$ cat config.mk
export PLATFORM = sky130hd
export DESIGN_NAME = trace_pwr_status
export DESIGN_NICKNAME = d
export VERILOG_FILES = /design/src/rtl/trpd_pkg.sv /design/src/rtl/trpd_decode.sv /design/src/rtl/trpd_sticky.sv /design/src/rtl/trpd_rdata.sv /design/src/rtl/trace_pwr_status.sv
export SDC_FILE = /design/constraint.sdc
export NUM_CORES = 1
export LEC_CHECK = 0
export CORE_UTILIZATION = 25
export DETAILED_ROUTE_END_ITERATION = 8
export GPL_TIMING_DRIVEN = 0
export HOLD_SLACK_MARGIN = 0.02
export PLACE_DENSITY = 0.9
export RECOVER_POWER = 100
export SYNTH_ARGS = -nofsm -noshare
export SYNTH_HDL_FRONTEND = slang
export SYNTH_SLANG_ARGS = --single-unit
$ cat constraint.sdc
create_clock -name clk -period 2 [get_ports clk]
set_input_delay 0.4 -clock clk [delete_from_list [all_inputs] [get_ports clk]]
set_output_delay 0.4 -clock clk [all_outputs]
set_load 0.005 [all_outputs]
$ cat src/rtl/trpd_pkg.sv
// Package: field positions and per-access decode flags shared by the
// trace power-down status logic. Assumes a 32-bit register word.
package trpd_pkg;
    localparam int REG_W      = 32;
    localparam int OSLK_BIT   = 5;
    localparam int STICKY_BIT = 1;
    localparam int PWR_BIT    = 0;

    // Classification of the current bus cycle against this register.
    typedef struct packed {
        logic rd_ok;   // successful read in the access phase
        logic err;     // access to the register while unpowered
    } trpd_acc_t;
endpackage

$ cat src/rtl/trpd_decode.sv
// Module: trpd_decode
// Classifies the current bus cycle. A hit needs the access phase (psel and
// penable) and a word address equal to REG_OFS; byte-lane bits are ignored.
// Assumes the bus never holds penable without psel.
module trpd_decode
    import trpd_pkg::*;
#(
    parameter int              ADDR_W  = 12,
    parameter logic [ADDR_W-1:0] REG_OFS = 12'h314
) (
    input  logic              psel,
    input  logic              penable,
    input  logic              pwrite,
    input  logic [ADDR_W-1:0] paddr,
    input  logic              core_pwr_on,
    output trpd_acc_t         acc_o
);
    localparam logic [ADDR_W-1:0] WORD_MASK = ~ADDR_W'(3);

    logic hit;

    // Address match on the word, qualified by the access phase.
    always_comb begin
        hit          = psel && penable && (((paddr ^ REG_OFS) & WORD_MASK) == '0);
        acc_o.err    = hit && !core_pwr_on;
        acc_o.rd_ok  = hit && core_pwr_on && !pwrite;
    end

    // an erroring access can never count as a successful read.
    always_comb begin
        a_r7_err_excludes_read: assert (!(acc_o.err && acc_o.rd_ok));
    end
endmodule

$ cat src/rtl/trpd_sticky.sv
// Module: trpd_sticky
// Holds the sticky power-down flag. Reset sets it, an unpowered core domain
// sets it, and a successful read clears it one cycle after the access phase.
// When set and clear meet in one cycle, the set wins.
module trpd_sticky (
    input  logic clk,
    input  logic rst_n,
    input  logic core_pwr_on,
    input  logic rd_ok,
    output logic sticky_o
);
    logic clr_q;

    // Delay the read-clear request by one cycle.
    always_ff @(posedge clk) begin
        if (!rst_n) clr_q <= 1'b0;
        else        clr_q <= rd_ok;
    end

    // Update the flag: reset or power loss sets it, a pending clear clears it.
    always_ff @(posedge clk) begin
        if (!rst_n)            sticky_o <= 1'b1;
        else if (!core_pwr_on) sticky_o <= 1'b1;
        else if (clr_q)        sticky_o <= 1'b0;
    end

    // the flag is set right after reset is released.
    a_r3_reset_sets: assert property (@(posedge clk) disable iff (!rst_n)
        $rose(rst_n) |-> sticky_o);
    // an unpowered cycle leaves the flag set.
    a_r4_power_loss_sets: assert property (@(posedge clk) disable iff (!rst_n)
        !core_pwr_on |=> sticky_o);
    // a read followed by a powered cycle clears the flag.
    a_r5_read_clears: assert property (@(posedge clk) disable iff (!rst_n)
        rd_ok ##1 core_pwr_on |=> !sticky_o);
    // power loss in the clear cycle keeps the flag set.
    a_r10_set_wins: assert property (@(posedge clk) disable iff (!rst_n)
        rd_ok ##1 !core_pwr_on |=> sticky_o);
endmodule

$ cat src/rtl/trpd_rdata.sv
// Module: trpd_rdata
// Forms the 32-bit read word from the field sources and drives zero unless
// the current cycle is a successful read.
module trpd_rdata
    import trpd_pkg::*;
(
    input  logic             rd_ok,
    input  logic             sticky,
    input  logic             os_lock,
    output logic [REG_W-1:0] prdata_o
);
    logic [REG_W-1:0] word;

    // Place each field at its bit; every other bit is zero.
    for (genvar i = 0; i < REG_W; i++) begin : g_bit
        if (i == OSLK_BIT) begin : g_lock
            assign word[i] = os_lock;
        end else if (i == STICKY_BIT) begin : g_sticky
            assign word[i] = sticky;
        end else if (i == PWR_BIT) begin : g_pwr
            assign word[i] = 1'b1;
        end else begin : g_zero
            assign word[i] = 1'b0;
        end
    end

    // Gate the word onto the bus only for a successful read.
    always_comb begin
        prdata_o = rd_ok ? word : '0;
    end
endmodule

$ cat src/rtl/trace_pwr_status.sv
// Module: trace_pwr_status
// Read-only trace power-down status register on an APB-style bus. It reports
// the OS Lock, the sticky power-down flag and power status. Accesses error
// while the core domain is off. Assumes zero-wait-state transfers.
module trace_pwr_status
    import trpd_pkg::*;
#(
    parameter int                ADDR_W  = 12,
    parameter logic [ADDR_W-1:0] REG_OFS = 12'h314
) (
    input  logic              clk,
    input  logic              rst_n,
    input  logic              psel,
    input  logic              penable,
    input  logic              pwrite,
    input  logic [ADDR_W-1:0] paddr,
    input  logic              core_pwr_on,
    input  logic              os_lock,
    output logic [REG_W-1:0]  prdata,
    output logic              pready,
    output logic              pslverr
);
    localparam logic [ADDR_W-1:0] WORD_MASK = ~ADDR_W'(3);

    trpd_acc_t acc;
    logic      sticky;

    trpd_decode #(.ADDR_W(ADDR_W), .REG_OFS(REG_OFS)) u_decode (
        .psel(psel), .penable(penable), .pwrite(pwrite), .paddr(paddr),
        .core_pwr_on(core_pwr_on), .acc_o(acc)
    );

    trpd_sticky u_sticky (
        .clk(clk), .rst_n(rst_n), .core_pwr_on(core_pwr_on),
        .rd_ok(acc.rd_ok), .sticky_o(sticky)
    );

    trpd_rdata u_rdata (
        .rd_ok(acc.rd_ok), .sticky(sticky), .os_lock(os_lock), .prdata_o(prdata)
    );

    // Zero-wait transfers; the error flag comes straight from the decode.
    always_comb begin
        pready  = 1'b1;
        pslverr = acc.err;
    end

    logic reg_hit_acc;
    always_comb reg_hit_acc = psel && penable && (((paddr ^ REG_OFS) & WORD_MASK) == '0);

    // reserved bits never read as one.
    a_r1_reserved_zero: assert property (@(posedge clk) disable iff (!rst_n)
        (psel && penable) |-> (prdata[31:6] == '0 && prdata[4:2] == '0));
    // the lock bit follows the lock input on a good read.
    a_r2_lock_follows: assert property (@(posedge clk) disable iff (!rst_n)
        (reg_hit_acc && !pwrite && core_pwr_on) |-> (prdata[5] == os_lock));
    // the power bit is one on a good read.
    a_r6_power_bit: assert property (@(posedge clk) disable iff (!rst_n)
        (reg_hit_acc && !pwrite && !pslverr) |-> prdata[0]);
    // an unpowered access returns no data.
    a_r7_err_no_data: assert property (@(posedge clk) disable iff (!rst_n)
        pslverr |-> (prdata == '0));
    // a powered write never errors.
    a_r9_write_ok: assert property (@(posedge clk) disable iff (!rst_n)
        (psel && penable && pwrite && core_pwr_on) |-> !pslverr);
endmodule

==> impl_metrics.csv, run 1 <==
group,metric,value,unit
final_layout,drive_above_1_share,45.1,%
sta,final-max-slew-violation-count,0,
global_routing,grt-ovfl-total,0,
setup_path,cp.arrival,1.56,ns
sta,fin_skew,0.00129,ns
cts,cts_inserted_buffers,3,
yosys,async_reset_ff_share,0,%
cts,clk_path_buf_depth,2,
yosys,postSynthAreaPerCell,7.86,sq um
placed_design,numPortBuffers,20,
placed_design,place_inst,112,
placed_design,place.gp.congestion,0.703,
die,die_w,41.3,um
detailed_routing,ant_nets,0,
die,core.rowCount,13,
setup_path,reg2reg_to,"u_sticky.sticky_o$_SDFFE_PN1P_",
global_routing,grt_pass1_vias,298,
die,start_util,28.2,%
placed_design,dp_hpwl,749,um
global_routing,antenna_found_initial,0,
die,dieArea,0.00170,sq mm
pwr,power.density,287,mW/mm^2
cts,path_clk_slew,0.03,ns
yosys,ys.flop_type,"dfxtp_1",
hold_path,min_from,"u_sticky.clr_q$_SDFF_PN0_",
yosys,synthesis.area,385,sq um
final_layout,multi_input_area,314,sq um
detailed_routing,dr.pass1.iters,4,
setup_path,reg2reg_slack,1.40,ns
sta,period_share,98.2,%
detailed_routing,avgRoutedWirePerCell,7.79,um
pwr,power,241,uW
setup_path,reg2regPathDepth,2,
detailed_routing,via_count,401,
pwr,ir_worst_vdd,0.000192,V
cts,cts-root-buf,"clkbuf_4",
die,die_h,41.3,um
placed_design,placed_area,709,sq um
hold_path,hp-class,"flop to flop",
yosys,ys_types,9,
setup_path,cp_max_fo,5,
sta,period_needed,1.96,ns
yosys,yosysMostFrequentCell,"buf_4",
cts,clock_latency,0.22,ns
yosys,synth_top_cell_area_share,60.4,%
cts,cts_tree,"built",
setup_path,cp-end-kind,"primary output",
yosys,yosys_warnings,0,
final_layout,final-seq-area,40.0,sq um
pwr,p_leak,0.476,nW
detailed_routing,wirelength,912,um
global_routing,grt_use_total,10.2,%
global_routing,grt_max_degree,7,
setup_path,worstSetupPathType,"input pin to primary output",
yosys,netlist_top_cells_area,"buf_4 60%, dfxtp_1 10%, nand4bb_1 8.8%, nor4_1 8.1%, nand3b_1 5.8%",
final_layout,area_growth,118,%
cts,numClockSinks,2,
yosys,ys_ff_latch,2,
yosys,synth_edf_count,0,
sta,fmax,509,MHz
detailed_routing,drc,0,
sta,hold_viol,0,
final_layout,fin_area,840,sq um
final_layout,antenna_cells,0,
flow_run,drv_cap,0,
detailed_routing,drtIter0Drc,8,
die,fp.coreArea,0.00137,sq mm
detailed_routing,vias_per_cell,3.43,
die,io_pins,53,
yosys,synth.yosys.seq_area_share,10.4,%
hold_path,hold_end,"u_sticky.sticky_o$_SDFFE_PN1P_",
sta,finalWorstSetupSlack,0.0361,ns
global_routing,grt_pass1_wl,1080,um
setup_path,start_kind,"input pin",
final_layout,fin_util,61.4,%
yosys,syn_inst,49,
sta,fin_setup_tns,0,ns
sta,holdWs,0.433,ns
placed_design,pre_cts_slack,-0.480,ns
sta,rsz0062_at_grt,"yes",
final_layout,fillCellCount,126,
final_layout,stdcell_count,117,
yosys,synthTopCellsByCount,"31 x buf_4, 5 x nor4_1, 3 x nand3b_1, 3 x nand4bb_1",
setup_path,rr_startpoint,"u_sticky.sticky_o$_SDFFE_PN1P_",
final_layout,fin_nets,123,
yosys,yosysTopAreaCell,"buf_4",
sta,setup_viol,0,
cts,htreeDepth,1,
hold_path,holdPathStages,1,
setup_path,required,1.60,ns
outcome,run_status,"complete, no violations",
## per-layer routing
layer / GRT usage (%) / vias up / share of wire, % / wire (um)
met4: 7.26 / 0 / 0 / 0
met1: 6.69 / 158 / 30 / 273
met2: 20.3 / 32 / 50 / 456
met3: 5.43 / 0 / 20 / 182
li1: - / 211 / - / -
met5: 0 / - / 0 / 0
## power by group
part	leakage, nW	internal, mW	switching (mW)
registers	0.0161	0.0402	0.000000448
logic	0.446	0.0727	0.0388
clock network	0.0138	0.0662	0.0231
total	0.476	0.179	0.0618
## cell usage in the layout, fill, tap and decap left out
cell type | netlist | final
buf_12 | 0 | 1
buf_2 | 0 | 2
buf_4 | 31 | 32
buf_6 | 0 | 1
clkbuf_1 | 0 | 1
clkbuf_4 | 0 | 3
clkdlybuf4s50_1 | 0 | 8
conb_1 | 2 | 30
dfxtp_1 | 2 | 2
dlygate4sd2_1 | 0 | 6
dlygate4sd3_1 | 0 | 1
dlymetal6s2s_1 | 0 | 1
inv_1 | 1 | 1
nand2b_1 | 1 | 1
nand3b_1 | 3 | 3
nand4bb_4 | 0 | 3
nor4_1 | 5 | 1
nor4_2 | 0 | 1
nor4_4 | 0 | 3
o211ai_1 | 1 | 1
## final cells by class
cell class              count  share of cell area, %
multi-input cells          43                   37.4
plain buffers              30                   26.8
repair buffers             23                   25.6
flip-flops and latches      2                   4.77
clock buffers               3                   2.68
well taps                  15                   2.24
inverters                   1                  0.447
## flip-flops by register name, indices dropped and copies added, names as in the netlist
signal / count
u_sticky.clr_q: 1
u_sticky.sticky_o: 1
## logic make-up (layout without fill, tap and decap cells)
kind of cell / Yosys count / count (layout) / share of synthesized area, %
DFF: 2 / 2 / 10.4
AOI/OAI and AO/OA: 1 / 1 / 1.95
buffers and inverters: 32 / 57 / 61.4
other: 2 / 30 / 1.95
and+or+nand+nor: 12 / 12 / 24.4
## what timing repair did
item                                    4_1_cts  5_1_grt
pin swaps                                     5        2
hold buffers                                  0        0
resized for setup                            31        3
buffers inserted                              3        0
endpoints found under the setup margin        4        3
## how the worst max path moves through the flow
stage / endpoint / start / slack [ns]
5_1_grt: prdata[1] / paddr[7] / -0.004
4_1_cts: prdata[0] / paddr[3] / 0.01
6_report: prdata[1] / paddr[7] / 0.04
3_5_place_dp: prdata[0] / paddr[3] / -0.48
2_1_floorplan: prdata[0] / paddr[3] / 0.52
3_3_place_gp: prdata[0] / paddr[6] / -0.46
## worst max-delay path: stages
cell,delay [ns]
clkdlybuf4s50_1,0.41
nand4bb_4,0.31
nor4_4,0.29
buf_2,0.15
Power figures use the tool's default switching activity.
==> inputs of run 2 (changes only) <==
--- a/config.mk
+++ b/config.mk
@@ -5,11 +5,11 @@
 export SDC_FILE = /design/constraint.sdc
 export NUM_CORES = 1
 export LEC_CHECK = 0
-export CORE_UTILIZATION = 25
+export CORE_UTILIZATION = 24
 export DETAILED_ROUTE_END_ITERATION = 8
 export GPL_TIMING_DRIVEN = 0
 export HOLD_SLACK_MARGIN = 0.02
-export PLACE_DENSITY = 0.9
+export PLACE_DENSITY = 0.88
 export RECOVER_POWER = 100
 export SYNTH_ARGS = -nofsm -noshare
 export SYNTH_HDL_FRONTEND = slang
==> constraint.sdc (replaced) <==
create_clock -name clk -period 1.9 [get_ports clk]
set_input_delay 0.38 -clock clk [delete_from_list [all_inputs] [get_ports clk]]
set_output_delay 0.38 -clock clk [all_outputs]
set_load 0.005 [all_outputs]
==> run 2 against run 1 <==
  * Total power grew 3.8%
  * Sequential share of layout area fell by 0.084 points
  * Clock skew about the same
  * Sequential power is 5.2% higher
  * Die area rose by 4.0%
  * Register-to-register slack worse by 0.09 ns
  * Via count up 2.7%
  * Design area increased by 1.8%
  * First-iteration DRC count shrank 50%
  * Global-route usage up 2.3 points
  * Critical endpoint is now prdata[5]
  * Largest cell class unchanged
==> impl_metrics.csv, run 2 (synthesis gave the netlist of run 1 again) <==
group,metric,value,unit
cts,clk_path_buf_depth,2,
global_routing,antenna_found_initial,0,
final_layout,drive_above_1_share,43.4,%
final_layout,fin_area,855,sq um
sta,final-max-slew-violation-count,0,
sta,rsz0062_at_grt,"no",
pwr,p_leak,0.553,nW
cts,holdBufCountCts,0,
detailed_routing,avgRoutedWirePerCell,9.08,um
placed_design,placed_area,711,sq um
final_layout,fin_util,56.7,%
final_layout,fin_nets,127,
sta,period_share,95.2,%
global_routing,grt_max_degree,7,
setup_path,required,1.52,ns
final_layout,antenna_cells,0,
cts,path_clk_slew,0.03,ns
setup_path,cpPeakStageDelay,0.46,ns
global_routing,grt_pass1_wl,1680,um
sta,period_needed,1.81,ns
setup_path,cp-end-kind,"primary output",
cts,cts-root-buf,"clkbuf_4",
flow_run,drv_cap,0,
detailed_routing,drtIter0Drc,4,
setup_path,start_kind,"input pin",
detailed_routing,ant_nets,0,
cts,cts_tree,"built",
die,die_w,42.1,um
cts,htreeDepth,1,
placed_design,place.gp.congestion,0.710,
sta,holdWs,0.426,ns
detailed_routing,via_count,412,
setup_path,path_cells,"clkdlybuf4s50_1 > nand3b_1 > nor4_4 > clkbuf_1",
die,die_h,42.1,um
setup_path,startpoint,"os_lock",
setup_path,rr_startpoint,"u_sticky.sticky_o$_SDFFE_PN1P_",
sta,fin_skew,0.000852,ns
final_layout,final_common_cell,"buf_4",
die,dieArea,0.00177,sq mm
pwr,power.density,293,mW/mm^2
final_layout,mostFrequentLayoutCells,"32 x buf_4, 30 x conb_1, 9 x dlymetal6s2s_1, 5 x dlygate4sd2_1",
outcome,run_status,"complete, no violations",
setup_path,worstSetupPathType,"input pin to primary output",
cts,cts_inserted_buffers,3,
setup_path,cp_max_fo,1,
cts,numClockSinks,2,
sta,setup_viol,0,
die,start_util,25.6,%
die,fp.coreArea,0.00151,sq mm
final_layout,area_growth,122,%
detailed_routing,vias_per_cell,3.38,
die,core.rowCount,14,
detailed_routing,dr.pass1.iters,3,
detailed_routing,drc,0,
global_routing,grt-ovfl-total,0,
placed_design,dp_hpwl,757,um
sta,fmax,553,MHz
hold_path,min_from,"u_sticky.clr_q$_SDFF_PN0_",
pwr,ir_worst_vdd,0.000331,V
global_routing,grt_pass1_vias,359,
setup_path,cp.arrival,1.43,ns
cts,clock_latency,0.22,ns
die,io_pins,53,
detailed_routing,wirelength,1110,um
final_layout,top_regs,"u_sticky.clr_q x1, u_sticky.sticky_o x1",
final_layout,fillCellCount,148,
global_routing,grt_use_total,12.5,%
setup_path,cpMaxStageDelayCell,"clkdlybuf4s50_1",
hold_path,hp-class,"flop to flop",
placed_design,numPortBuffers,20,
sta,hold_viol,0,
[run 2: cell types whose count changed in the layout (fill, tap and decap cells not counted)]
cell	change
nand4bb_1	+1
nor4_1	+1
clkdlybuf4s50_1	-7
buf_2	+1
buf_12	-1
dlygate4sd2_1	-1
nor4_2	-1
nand4bb_4	-1
dlymetal6s2s_1	+8
buf_6	+2
clkbuf_1	+2
[run 2: area by class of cell]
cell class                      count  area [sq um]  area share, %
Multi-Input combinational cell     43           292           34.1
Timing Repair Buffer               27           251           29.4
Buffer                             30           225           26.4
Sequential cell                     2          40.0           4.69
Clock buffer                        3          22.5           2.64
Tap cell                           16          20.0           2.34
Inverter                            1          3.75          0.439
[run 2: what timing repair did]
item                                    4_1_cts  5_1_grt
endpoints found under the setup margin        4        4
pin swaps                                     5        6
resized for setup                            29       17
cloned                                        0        0
setup buffers                                 1        6
[run 2: path summary, 6_finish.rpt]
kind              depth (start not counted)                             end  slack [ns]
setup / recovery                          4                       prdata[5]        0.09
hold reg to reg                           1  u_sticky.sticky_o$_SDFFE_PN1P_        0.43
setup reg to reg                          2  u_sticky.sticky_o$_SDFFE_PN1P_        1.31
hold / removal                            1  u_sticky.sticky_o$_SDFFE_PN1P_        0.43
[run 2: power by group]
| part | internal (mW) | switching [mW] | leakage (nW) |
|---|---|---|---|
| logic | 0.0736 | 0.0412 | 0.523 |
| clock network | 0.0696 | 0.0235 | 0.0138 |
| registers | 0.0423 | 0.000000398 | 0.0161 |
| total | 0.186 | 0.0647 | 0.553 |
[run 2: per-layer routing]
layer	vias up	share of wire (%)	GRT usage, %
met5	-	0	0
met4	0	1.3	6.88
met3	2	5.7	1.72
met2	18	61	27.5
met1	174	31	9.95
li1	218	-	-
[run 2: worst max-delay path: cells and delay by family]
family / cells / cell delay, ns
buffers and inverters: 2 / 0.62
AND/OR/NAND/NOR: 2 / 0.42
[run 2: through the flow]
stage | total power [mW] | instances | worst slack (ns) | setup TNS [ns]
2_1_floorplan | 0.108 | 77 | 0.461 | 0
3_3_place_gp | 0.142 | 113 | -0.501 | -1.69
3_5_place_dp | 0.143 | 113 | -0.505 | -1.83
4_1_cts | 0.253 | 116 | -0.0473 | -0.0473
5_1_grt | 0.269 | 122 | 0.0276 | 0
6_report | 0.250 | 122 | 0.0904 | 0
==> inputs of run 3 (changes only) <==
--- a/config.mk
+++ b/config.mk
@@ -5,11 +5,12 @@
 export SDC_FILE = /design/constraint.sdc
 export NUM_CORES = 1
 export LEC_CHECK = 0
-export CORE_UTILIZATION = 24
+export CORE_MARGIN = 8
+export CORE_UTILIZATION = 21
 export DETAILED_ROUTE_END_ITERATION = 8
 export GPL_TIMING_DRIVEN = 0
 export HOLD_SLACK_MARGIN = 0.02
-export PLACE_DENSITY = 0.88
+export PLACE_DENSITY = 0.82
 export RECOVER_POWER = 100
 export SYNTH_ARGS = -nofsm -noshare
 export SYNTH_HDL_FRONTEND = slang
==> constraint.sdc (replaced) <==
create_clock -name clk -period 1.65 [get_ports clk]
set_input_delay 0.33 -clock clk [delete_from_list [all_inputs] [get_ports clk]]
set_output_delay 0.33 -clock clk [all_outputs]
set_load 0.005 [all_outputs]
==> run 3 against run 2 <==
  * Count of clock-buffer cells in the layout unchanged
  * Clock skew increased by 0.0044 ns
  * Total power increased by 14%
  * Design area decreased by 7.9%
  * Die area increased by 96%
  * Routed wire length increased by 20%
  * Via count increased by 0.24%
  * Register-to-register slack got worse by 0.25 ns
  * Non-clock buffer count decreased by 6
  * Utilization decreased by 11 points
  * Critical path depth increased by 1
  * Clock power increased by 18%
  * Highest routed layer unchanged
==> impl_metrics.csv, run 3 (synthesis gave the netlist of run 1 again) <==
group,metric,value,unit
final_layout,fillCellCount,181,
cts,cts-root-buf,"clkbuf_4",
global_routing,antenna_found_initial,0,
sta,hold_viol,0,
sta,holdWs,0.431,ns
final_layout,fin_nets,121,
outcome,run_status,"complete, no violations",
setup_path,path_cells,"dlygate4sd2_1 > nand4bb_4 > buf_6 > nor4_2 > buf_2",
setup_path,start_kind,"input pin",
setup_path,crit_buf_inv,3,
placed_design,place_inst,122,
die,start_util,22.3,%
pwr,power,284,uW
global_routing,grt_max_degree,7,
hold_path,hp-class,"flop to flop",
cts,clk_path_buf_depth,2,
final_layout,stdcell_count,125,
sta,finalWorstSetupSlack,0.0613,ns
placed_design,place.gp.congestion,0.612,
sta,fin_setup_tns,0,ns
cts,holdBufCountCts,0,
setup_path,reg2reg_slack,1.06,ns
global_routing,grt_pass1_vias,427,
setup_path,reg2regPathDepth,2,
global_routing,use_met3,4.78,%
cts,path_clk_slew,0.03,ns
setup_path,cpMaxStageDelayCell,"nand4bb_4",
final_layout,drive_above_1_share,45.0,%
global_routing,grt_use_met2,11.5,%
sta,fmax,629,MHz
cts,cts_inserted_buffers,3,
pwr,p_clk_share,38.6,%
pwr,combPwrFrac,44.3,%
die,die_w,58.8,um
die,die_h,58.8,um
final_layout,top_regs,"u_sticky.clr_q x1, u_sticky.sticky_o x1",
setup_path,worstSetupPathType,"input pin to primary output",
pwr,internal_power,208,uW
global_routing,grt_use_total,7.36,%
pwr,swShare,26.7,%
sta,fin_skew,0.00528,ns
setup_path,cp_max_fo,5,
placed_design,placed_area,722,sq um
setup_path,critPathTopFamily,"buffers and inverters",
sta,setup_viol,0,
detailed_routing,via_count,413,
sta,period_share,96.3,%
die,io_pins,53,
final_layout,area_growth,104,%
cts,clock_latency,0.23,ns
detailed_routing,drc,0,
cts,htreeDepth,1,
global_routing,met1_usage,7.23,%
final_layout,fin_area,787,sq um
detailed_routing,vias_per_cell,3.30,
setup_path,reg2reg_to,"u_sticky.sticky_o$_SDFFE_PN1P_",
final_layout,final-seq-area,40.0,sq um
hold_path,holdPathStages,1,
cts,cts_tree,"built",
sta,rsz0062_at_grt,"yes",
setup_path,cpPeakStageDelay,0.27,ns
detailed_routing,avgRoutedWirePerCell,10.7,um
pwr,ir_worst_vdd,0.000229,V
hold_path,min_from,"u_sticky.clr_q$_SDFF_PN0_",
detailed_routing,ant_nets,0,
placed_design,numPortBuffers,20,
die,fp.coreArea,0.00173,sq mm
die,core.rowCount,15,
setup_path,cp-end-kind,"primary output",
detailed_routing,dr.pass1.iters,4,
pwr,power_frac_seq,17.1,%
setup_path,required,1.32,ns
global_routing,grt-ovfl-total,0,
final_layout,mostFrequentLayoutCells,"30 x buf_4, 30 x conb_1, 12 x dlygate4sd2_1, 4 x nor4_2",
setup_path,rr_startpoint,"u_sticky.sticky_o$_SDFFE_PN1P_",
detailed_routing,drtIter0Drc,3,
final_layout,antenna_cells,0,
final_layout,fin_util,45.6,%
placed_design,dp_hpwl,1140,um
die,dieArea,0.00346,sq mm
sta,final-max-slew-violation-count,0,
sta,period_needed,1.59,ns
global_routing,grt_pass1_wl,1900,um
global_routing,grt_busiest_layer,"met2",
setup_path,startpoint,"paddr[10]",
detailed_routing,wirelength,1340,um
hold_path,hold_end,"u_sticky.sticky_o$_SDFFE_PN1P_",
pwr,switchingPower,75.9,uW
final_layout,multi_input_area,288,sq um
cts,numClockSinks,2,
placed_design,pre_cts_slack,-0.716,ns
setup_path,cp.arrival,1.26,ns
pwr,power.density,361,mW/mm^2
flow_run,drv_cap,0,
pwr,p_leak,0.432,nW
run 3: cell count changes in the layout (fill, tap and decap cells not counted), sizes merged:
cell / change
buf: -4
clkbuf: -2
clkdlybuf4s15: +2
dlygate4sd2: +7
dlymetal6s2s: -9
run 3: timing repair:
item                                    4_1_cts  5_1_grt
pin swaps                                     7        5
setup buffers                                 1        0
endpoints found under the setup margin        4        4
gates resized for setup                      41        2
run 3: power by group through the flow:
stage                     combinational [mW]  sequential (mW)  clock [mW]
final                                  0.126           0.0487       0.110
after global routing                   0.137           0.0487       0.118
after CTS                              0.119           0.0487       0.114
after detailed placement               0.116           0.0494           0
after global placement                 0.115           0.0494           0
after floorplan                       0.0751           0.0494           0
run 3: how the worst max path moves through the flow:
stage,slack (ns),cells after the start,to
after global placement,-0.70,5,prdata[0]
after detailed placement,-0.72,5,prdata[0]
after global routing,-0.005,5,prdata[0]
after CTS,0.02,4,prdata[5]
final,0.06,5,prdata[0]
after floorplan,0.31,3,prdata[0]
run 3: layout make-up:
cell class | count | share of cell area (%)
plain buffers | 30 | 28.6
clock buffers | 3 | 2.86
inverters | 1 | 0.477
multi-input cells | 43 | 36.6
flip-flops and latches | 2 | 5.09
well taps | 25 | 3.97
repair buffers | 21 | 22.4
run 3: per-layer routing:
metal | share of wire, % | wire (um)
met5 | 0 | 0
met2 | 41 | 546
met4 | 0.30 | 4
met1 | 40 | 537
met3 | 18 | 246
